## config.mk

```make
export PLATFORM = sky130hd
export DESIGN_NAME = lnb_fault_status
export DESIGN_NICKNAME = d
export VERILOG_FILES = /design/src/rtl/lfs_pkg.sv /design/src/rtl/lfs_oc_timer.sv /design/src/rtl/lfs_fault_latch.sv /design/src/rtl/lfs_png_hyst.sv /design/src/rtl/lnb_fault_status.sv
export SDC_FILE = /design/constraint.sdc
export NUM_CORES = 1
export LEC_CHECK = 0
export ABC_CLOCK_PERIOD_IN_PS = 2000
export BUFFER_PORTS_ARGS = -buffer_cell sky130_fd_sc_hd__buf_2
export CELL_PAD_IN_SITES_DETAIL_PLACEMENT = 0
export CELL_PAD_IN_SITES_GLOBAL_PLACEMENT = 1
export CORE_UTILIZATION = 35
export DETAILED_ROUTE_END_ITERATION = 16
export PLACE_DENSITY = 0.76
export SLEW_MARGIN = 5
export SYNTH_ARGS = -nofsm -noshare
export SYNTH_HDL_FRONTEND = slang
export SYNTH_SLANG_ARGS = --single-unit
```

## constraint.sdc

```tcl
create_clock -name clk -period 2 [get_ports clk]
set_clock_uncertainty 0.15 [all_clocks]
set_input_delay 0.4 -clock clk [delete_from_list [all_inputs] [get_ports clk]]
set_output_delay 0.4 -clock clk [all_outputs]
set_load 0.1 [all_outputs]
```

## src/rtl/lfs_pkg.sv

```systemverilog
package lfs_pkg;
  localparam int unsigned ST_W    = 8;
  localparam int unsigned B_DIS   = 0;
  localparam int unsigned B_OCP   = 2;
  localparam int unsigned B_PNG   = 4;
  localparam int unsigned B_TSD   = 6;
  localparam int unsigned B_VUV   = 7;
  localparam int unsigned N_FAULT = 3;
  // fault vector index order
  localparam int unsigned F_OC = 0;
  localparam int unsigned F_OT = 1;
  localparam int unsigned F_UV = 2;
  typedef logic [N_FAULT-1:0] fault_vec_t;
endpackage

```

## src/rtl/lfs_oc_timer.sv

```systemverilog
module lfs_oc_timer #(
  parameter int unsigned OC_MS = 48
) (
  input  logic clk,
  input  logic rst_n,
  input  logic oc_flag,
  input  logic tick,
  output logic trip
);
  localparam int unsigned CW = (OC_MS > 1) ? $clog2(OC_MS) : 1;
  localparam logic [CW-1:0] LAST = CW'(OC_MS - 1);

  logic [CW-1:0] cnt_q, cnt_d;
  logic          cnt_en;

  always_comb begin
    trip   = oc_flag && tick && (cnt_q == LAST);
    cnt_en = !oc_flag || tick;
    if (!oc_flag || trip) cnt_d = '0;
    else                  cnt_d = cnt_q + 1'b1;
  end

  always_ff @(posedge clk or negedge rst_n) begin
    if (!rst_n)      cnt_q <= '0;
    else if (cnt_en) cnt_q <= cnt_d;
  end
endmodule

```

## src/rtl/lfs_fault_latch.sv

```systemverilog
module lfs_fault_latch #(
  parameter int unsigned N = 3,
  parameter logic [N-1:0] RST_VAL = '0
) (
  input  logic         clk,
  input  logic         rst_n,
  input  logic [N-1:0] set,
  input  logic [N-1:0] cond,
  input  logic         clr,
  output logic [N-1:0] q,
  output logic [N-1:0] q_next,
  output logic [N-1:0] rise
);
  logic [N-1:0] q_r;

  for (genvar i = 0; i < N; i++) begin : g_bit
    always_comb begin
      if (set[i])                q_next[i] = 1'b1;
      else if (clr && !cond[i])  q_next[i] = 1'b0;
      else                       q_next[i] = q_r[i];
      rise[i] = set[i] && !q_r[i];
    end

    always_ff @(posedge clk or negedge rst_n) begin
      if (!rst_n) q_r[i] <= RST_VAL[i];
      else        q_r[i] <= q_next[i];
    end
  end

  assign q = q_r;
endmodule

```

## src/rtl/lfs_png_hyst.sv

```systemverilog
module lfs_png_hyst (
  input  logic clk,
  input  logic rst_n,
  input  logic active,
  input  logic below_lo,
  input  logic above_hi,
  output logic png
);
  logic png_q, png_d;

  always_comb begin
    if (!active)       png_d = 1'b0;
    else if (below_lo) png_d = 1'b1;
    else if (above_hi) png_d = 1'b0;
    else               png_d = png_q;
  end

  always_ff @(posedge clk or negedge rst_n) begin
    if (!rst_n) png_q <= 1'b0;
    else        png_q <= png_d;
  end

  assign png = png_q;
endmodule

```

## src/rtl/lnb_fault_status.sv

```systemverilog
module lnb_fault_status
  import lfs_pkg::*;
#(
  parameter int unsigned OC_MS = 48
) (
  input  logic            clk,
  input  logic            rst_n,
  input  logic            oc_flag,
  input  logic            ot_flag,
  input  logic            uv_flag,
  input  logic            below_lo,
  input  logic            above_hi,
  input  logic            en_bit,
  input  logic            wr_done,
  input  logic            rd_addr,
  input  logic            rd_ack9,
  input  logic            tick_1ms,
  output logic [ST_W-1:0] status,
  output logic            out_en,
  output logic            irq_n
);
  localparam fault_vec_t FAULT_RST = fault_vec_t'(1) << F_UV;

  logic       oc_trip;
  fault_vec_t f_set, f_cond, f_q, f_next, f_rise;
  logic       any_next, any_rise, png;
  logic       dis_q, dis_d, irq_q, irq_d;

  lfs_oc_timer #(.OC_MS(OC_MS)) u_timer (
    .clk(clk), .rst_n(rst_n), .oc_flag(oc_flag), .tick(tick_1ms), .trip(oc_trip)
  );

  always_comb begin
    f_set        = '0;
    f_set[F_OC]  = oc_trip;
    f_set[F_OT]  = ot_flag;
    f_set[F_UV]  = uv_flag;
    f_cond       = '0;
    f_cond[F_OC] = oc_flag;
    f_cond[F_OT] = ot_flag;
    f_cond[F_UV] = uv_flag;
  end

  lfs_fault_latch #(.N(N_FAULT), .RST_VAL(FAULT_RST)) u_latch (
    .clk(clk), .rst_n(rst_n), .set(f_set), .cond(f_cond), .clr(rd_ack9),
    .q(f_q), .q_next(f_next), .rise(f_rise)
  );

  assign out_en = en_bit && !dis_q;

  lfs_png_hyst u_png (
    .clk(clk), .rst_n(rst_n), .active(out_en),
    .below_lo(below_lo), .above_hi(above_hi), .png(png)
  );

  always_comb begin
    any_next = |f_next;
    any_rise = |f_rise;
    if (wr_done)       dis_d = !(en_bit && !any_next);
    else if (any_rise) dis_d = 1'b1;
    else               dis_d = dis_q;
    if (any_rise)      irq_d = 1'b1;
    else if (rd_addr)  irq_d = 1'b0;
    else               irq_d = irq_q;
  end

  always_ff @(posedge clk or negedge rst_n) begin
    if (!rst_n) begin
      dis_q <= 1'b1;
      irq_q <= 1'b1;
    end else begin
      dis_q <= dis_d;
      irq_q <= irq_d;
    end
  end

  always_comb begin
    status        = '0;
    status[B_DIS] = dis_q;
    status[B_OCP] = f_q[F_OC];
    status[B_PNG] = png;
    status[B_TSD] = f_q[F_OT];
    status[B_VUV] = f_q[F_UV];
  end

  assign irq_n = !irq_q;
endmodule

```

==> results of run 1 <==
[layout by cell type (no fill, tap or decap), types with 2 or more instances in the layout]
master | synthesis | final
and3_1 | 2 | 2
nand3_1 | 3 | 3
conb_1 | 1 | 3
inv_1 | 4 | 4
nand2b_1 | 4 | 4
a21oi_1 | 5 | 5
clkbuf_4 | 0 | 3
nor2_1 | 2 | 2
a21o_1 | 2 | 2
nand2_1 | 4 | 4
dfrtp_1 | 9 | 9
buf_2 | 0 | 18
dfstp_2 | 3 | 3
[what timing repair did]
item | in CTS | in global routing
setup endpoints to repair | 0 | 0
hold buffers | 1 | 0
hold endpoints to repair | 9 | 0
[final cells by class]
cell class	instances	area [um^2]	area share (%)
timing repair buffer	20	108	13.6
multi-input combinational	43	297	37.5
sequential	12	304	38.4
tap	25	31.3	3.96
inverter	4	15.0	1.90
clock buffer	4	36.3	4.59
[metrics by stage]
stage          hold slack (ps)  worst slack [ps]  instances
2_1_floorplan            -45.6               189         64
3_3_place_gp               142               248        103
3_5_place_dp               139               193        103
4_1_cts                    131               177        108
5_1_grt                    126              75.3        108
6_report                   128               179        108
[registers in the layout, indices dropped and copies added, names as in the netlist]
register,count
irq_q,1
u_png.png,1
u_timer.cnt_q,6
dis_q,1
u_latch.q,3
[cell usage after synthesis (2+ instances only)]
cell      number
dfrtp_1        9
a21oi_1        5
buf_4          5
inv_1          4
nand2_1        4
nand2b_1       4
dfstp_2        3
nand3_1        3
a21o_1         2
and3_1         2
nor2_1         2
nor2b_1        2
[power by group]
group / internal, mW / switching, mW
clock: 0.110 / 0.0804
sequential: 0.255 / 0.00632
combinational: 0.0284 / 0.0996
total: 0.394 / 0.186
[cell families after synthesis]
family | count (synthesis) | synth area share, %
and+or+nand+nor | 24 | 22.8
adders and majority gates | 1 | 1.95
xor gates and xnor gates | 2 | 2.72
DFF | 12 | 47.3
AOI/OAI and AO/OA | 13 | 16.5
other | 1 | 0.583
buffers and inverters | 9 | 8.17
[worst paths after layout]
kind / end / depth (start not counted) / from / slack, ps
min in group asynchronous: u_latch.q[1] / 2 / rst_n / 380
worst min register to register: irq_q / 2 / irq_q / 340
worst min-delay path: irq_q / 2 / rd_addr / 130
worst max register to register: dis_q / 5 / u_timer.cnt_q[0] / 180
worst max-delay path: dis_q / 5 / u_timer.cnt_q[0] / 180
max in group asynchronous: dis_q / 2 / rst_n / 1050
[worst reg2reg max path, cell delays in order, from the launching register on]
cell and delay (ps):
dfrtp_1 400, ha_1 200, nand4_2 140, or3b_4 460, o311ai_4 240, o32a_2 180
[layer usage]
| metal | up-vias | global-route usage, % | share of wire (%) |
|---|---|---|---|
| li1 | 250 | - | - |
| met1 | 244 | 18.1 | 48 |
| met2 | 5 | 21.5 | 49 |
| met3 | 2 | 3.60 | 1.9 |
| met4 | 0 | 5.45 | 1.5 |
| met5 | - | 0 | 0 |
==> impl_metrics.toml, run 1 <==
[outcome]
run_status = "complete, no violations"

[drt]
first_drt_iteration_drcs = 9
remaining_drc_errors = 0
routed_wl_um = 1200
drtAntennaViolNets = 0
detail_route.wl_per_cell_um = 11.1
routed_via_density = 4.64
via_count = 501
drt_pass1_iterations = 4

[place]
place.port_buffers = 18
gp_congestion = 0.770
placed_instance_area_um2 = 744
dpl.hpwl_um = 937

[clocking]
cts.repair.resized = 0
cts_tree = "built"
clock_latency_ps = 260
tritoncts.num_buffers = 3
clock_buffer_depth = 2
numClockSinks = 12
clk_transition_reported_paths_ps = 80
clock_tree.htree_level_count = 1
cts_setup_buffers = 0
clockRootBuffer = "clkbuf_4"

[pwr]
vdd_ir_drop_max_mv = 0.312
power.density_mw_per_mm2 = 733
static-leakage-power_nw = 0.392
total_power_uw = 580

[floorplan]
num_io_pins = 22
fp.dieArea_mm2 = 0.00201
starting_density_of_the_core_pct = 37.2
chipWidth_um = 44.9
core_region_mm2 = 0.00173
die_height_um = 44.9
placement_rows = 15

[global_route]
grt_start_max_net_pins = 13
grt.total_usage_pct = 13.7
antenna_found_initial = 0
first_global_vias = 444
grt_pass1_wl_um = 1940
grt.overflow.total = 0

[logic_synthesis]
mappedNetlistArea_um2 = 643
yosys_warnings = 0
postSynthCellCount = 62
share_of_the_yosys_chip_area_belonging_to_registers_pct = 47.3
synthTopCellsByArea = "dfrtp_1 (35%), dfstp_2 (12%), buf_4 (5.8%), o311ai_4 (4.1%), a21oi_1 (3.9%)"
ys_types = 29
yosysTopAreaCellShare_pct = 35.0
synthesis.area_per_instance_um2 = 10.4
synth_edf_count = 0
yosysTopAreaCell = "dfrtp_1"
async_reset_ff_share_pct = 100
synth.ff_latch_count = 12
synthFlopType = "dfrtp_1"

[timing]
rsz0062_at_grt = "no"
max_clock_freq_mhz = 549
fin_crit_sh_pct = 91.1
setup_viol_count_final = 0
final_hold_viol_count = 0
finalMaxSlewViolations = 0
setup_tns_ps = 0
finalCriticalPeriod_ps = 1820

[flow_run]
max_cap_viol_count = 0

[cells_and_area]
nNetsFinal = 97
nFillCells = 188
final_area_um2 = 791
area_added_between_synthesis_and_finish_pct = 23.0
drive_gt1_share_pct = 37.3
layout.core_utilization_pct = 45.8
insertedDiodeCount = 0

[critical_path]
worst-endpoint-arrival_ps = 1890
cp_cell_sequence = "ha_1, nand4_2, or3b_4, o311ai_4, o32a_2"
cp_slowest_cell = "or3b_4"
critical_path.max_fanout = 5
setup.worst_path.class = "flip-flop to flip-flop"
critical_path_required_ps = 2060
critPathTopFamily = "simple AND/OR/NAND/NOR gates"
end_kind = "flip-flop"
cpPeakStageDelay_ps = 460
cp.buffers_inverters = 0
worstSetupStartpointType = "flip-flop"

[min_path]
hp-class = "input port to flip-flop"
No activity file was read; power rests on OpenSTA's default activity.
==> run 2, diff against run 1 <==
--- a/config.mk
+++ b/config.mk
@@ -5,11 +5,12 @@
 export SDC_FILE = /design/constraint.sdc
 export NUM_CORES = 1
 export LEC_CHECK = 0
+export ABC_AREA = 1
 export ABC_CLOCK_PERIOD_IN_PS = 2000
 export BUFFER_PORTS_ARGS = -buffer_cell sky130_fd_sc_hd__buf_2
 export CELL_PAD_IN_SITES_DETAIL_PLACEMENT = 0
 export CELL_PAD_IN_SITES_GLOBAL_PLACEMENT = 1
-export CORE_UTILIZATION = 35
+export CORE_UTILIZATION = 34
 export DETAILED_ROUTE_END_ITERATION = 16
 export PLACE_DENSITY = 0.76
 export SLEW_MARGIN = 5
==> impl_metrics.toml, run 2 <==
[place]
place.port_buffers = 18
gp_congestion = 0.738
dpl.hpwl_um = 1030
placedCellCount = 128

[timing]
fin_crit_sh_pct = 90.5
final_hold_viol_count = 0
setup_viol_count_final = 0
finalMaxSlewViolations = 0
rsz0062_at_grt = "no"
finalCriticalPeriod_ps = 1810
max_clock_freq_mhz = 553
setup_tns_ps = 0

[floorplan]
die_height_um = 47.0
placement_rows = 15
num_io_pins = 22
core_region_mm2 = 0.00182
chipWidth_um = 47.0
fp.dieArea_mm2 = 0.00221
starting_density_of_the_core_pct = 37.9

[drt]
drtAntennaViolNets = 0
drt_pass1_iterations = 3
remaining_drc_errors = 0
routed_via_density = 4.32
via_count = 575
detail_route.wl_per_cell_um = 9.47
first_drt_iteration_drcs = 8
routed_wl_um = 1260

[critical_path]
cp_cell_sequence = "buf_2"
worst-endpoint-arrival_ps = 1260
cp.buffers_inverters = 1
critical_path.max_fanout = 4
cpPeakStageDelay_ps = 560
critical_path_required_ps = 1450
critPathTopFamily = "flip-flops"
end_kind = "primary output"
cp_slowest_cell = "dfstp_2"
worstSetupStartpointType = "flip-flop"
setup.worst_path.class = "flip-flop to primary output"

[global_route]
first_global_vias = 478
grt.overflow.total = 0
antenna_found_initial = 0
grt.total_usage_pct = 13.5
grt_start_max_net_pins = 13
grt_pass1_wl_um = 2010

[logic_synthesis]
synth.mux.area_fraction_pct = 0
yosys_warnings = 0
synthesis.area_per_instance_um2 = 7.83
postSynthCellCount = 88
synth_compound_gate_area_share_pct = 7.80
async_reset_ff_share_pct = 100
yosysTopAreaCellShare_pct = 32.7
yosysTopAreaCell = "dfrtp_1"
mappedNetlistArea_um2 = 689
synthTopCellsByArea = "dfrtp_1 (33%), dfstp_2 (11%), nand2_1 (9.8%), inv_1 (7.6%), buf_4 (5.4%)"
ys_types = 21
yosys.area_share.simple_pct = 31.0
share_of_the_yosys_chip_area_belonging_to_registers_pct = 44.1
synth.ff_latch_count = 12
synth_edf_count = 0
synthFlopType = "dfrtp_1"
yosys.cell_count.top_type = "nand2_1"
synth_xor_area_share_pct = 0
synth_top_family_by_area = "simple AND/OR/NAND/NOR gates"
synth-adder-area-share_pct = 1.81
yosys-top-cells-count = "nand2_1 (18), inv_1 (14), nor2_1 (10)"

[clocking]
numClockSinks = 12
cts_tree = "built"
clk_transition_reported_paths_ps = 70
tritoncts.num_buffers = 3
clock_latency_ps = 260
clock_buffer_depth = 2
cts.repair.resized = 0
clockRootBuffer = "clkbuf_4"
clock_tree.htree_level_count = 1

[pwr]
static-leakage-power_nw = 0.419
vdd_ir_drop_max_mv = 0.320
power.density_mw_per_mm2 = 662

[cells_and_area]
area_added_between_synthesis_and_finish_pct = 18.9
layoutNonFillerInstCount = 133
insertedDiodeCount = 0
largest_reg_flops = 6
layout.core_utilization_pct = 45.0
top_register = "u_timer.cnt_q"
most-common-layout-cells = "nand2_1 (18), buf_2 (18), inv_1 (14)"
drive_gt1_share_pct = 34.3
nNetsFinal = 122

[min_path]
hp-class = "input port to flip-flop"

[flow_run]
max_cap_viol_count = 0

[outcome]
run_status = "complete, no violations"
[run 2: cell count changes in the layout (fill, tap and decap cells not counted), moves of 3 or more]
cell,change
inv_1,+10
nand2_2,+3
nand2b_1,-4
nor2_1,+7
nand2_1,+14
inv_2,+3
[run 2: per-stage QoR]
| step | area [um^2] | power, mW | hold slack, ps | setup WS (ps) |
|---|---|---|---|---|
| floorplan | 699 | 0.371 | -45.6 | 234 |
| global placement | 783 | 0.395 | 148 | 437 |
| detailed placement | 783 | 0.396 | 151 | 426 |
| CTS | 820 | 0.555 | 147 | 176 |
| global route | 820 | 0.572 | 155 | 144 |
| finish | 820 | 0.542 | 156 | 190 |
[run 2: layout make-up]
class | instances | area, um^2
well taps | 25 | 31.3
flip-flops and latches | 12 | 304
fillers | 195 | 1000
multi-input cells | 56 | 294
inverters | 17 | 63.8
clock buffers | 4 | 26.3
repair buffers | 19 | 100
[run 2: path summary, 6_finish.rpt]
check	slack [ps]	to	from	cells past startpoint
min in group asynchronous	390	u_timer.cnt_q[2]	rst_n	2
max reg2reg	570	u_timer.cnt_q[5]	u_timer.cnt_q[0]	6
max	190	status[0]	dis_q	1
min	160	irq_q	rd_addr	2
min reg2reg	350	irq_q	irq_q	2
max in group asynchronous	1040	irq_q	rst_n	2
[run 2: report_power, final]
group          switching (mW)  leakage [nW]  total, mW  internal (mW)
logic                   0.106         0.252      0.131         0.0245
clock network          0.0731        0.0150      0.150         0.0771
registers             0.00612         0.153      0.262          0.255
[run 2: per-layer routing]
layer / track usage [%] / up-vias / wire length, um
li1: - / 306 / -
met1: 17.6 / 255 / 619
met2: 20.0 / 12 / 571
met3: 5.77 / 2 / 56
met4: 5.14 / 0 / 12
met5: 0 / - / 0
[run 2: cells by family after synthesis]
kind of cell,count (synthesis)
other,1
AOI/OAI and AO/OA,9
and+or+nand+nor,43
buffers and inverters,22
adders and majority gates,1
DFF,12
[run 2: repair_timing]
action,in CTS,in global routing
buffers inserted,0,0
hold buffers,1,0
endpoints found under the hold margin,9,0
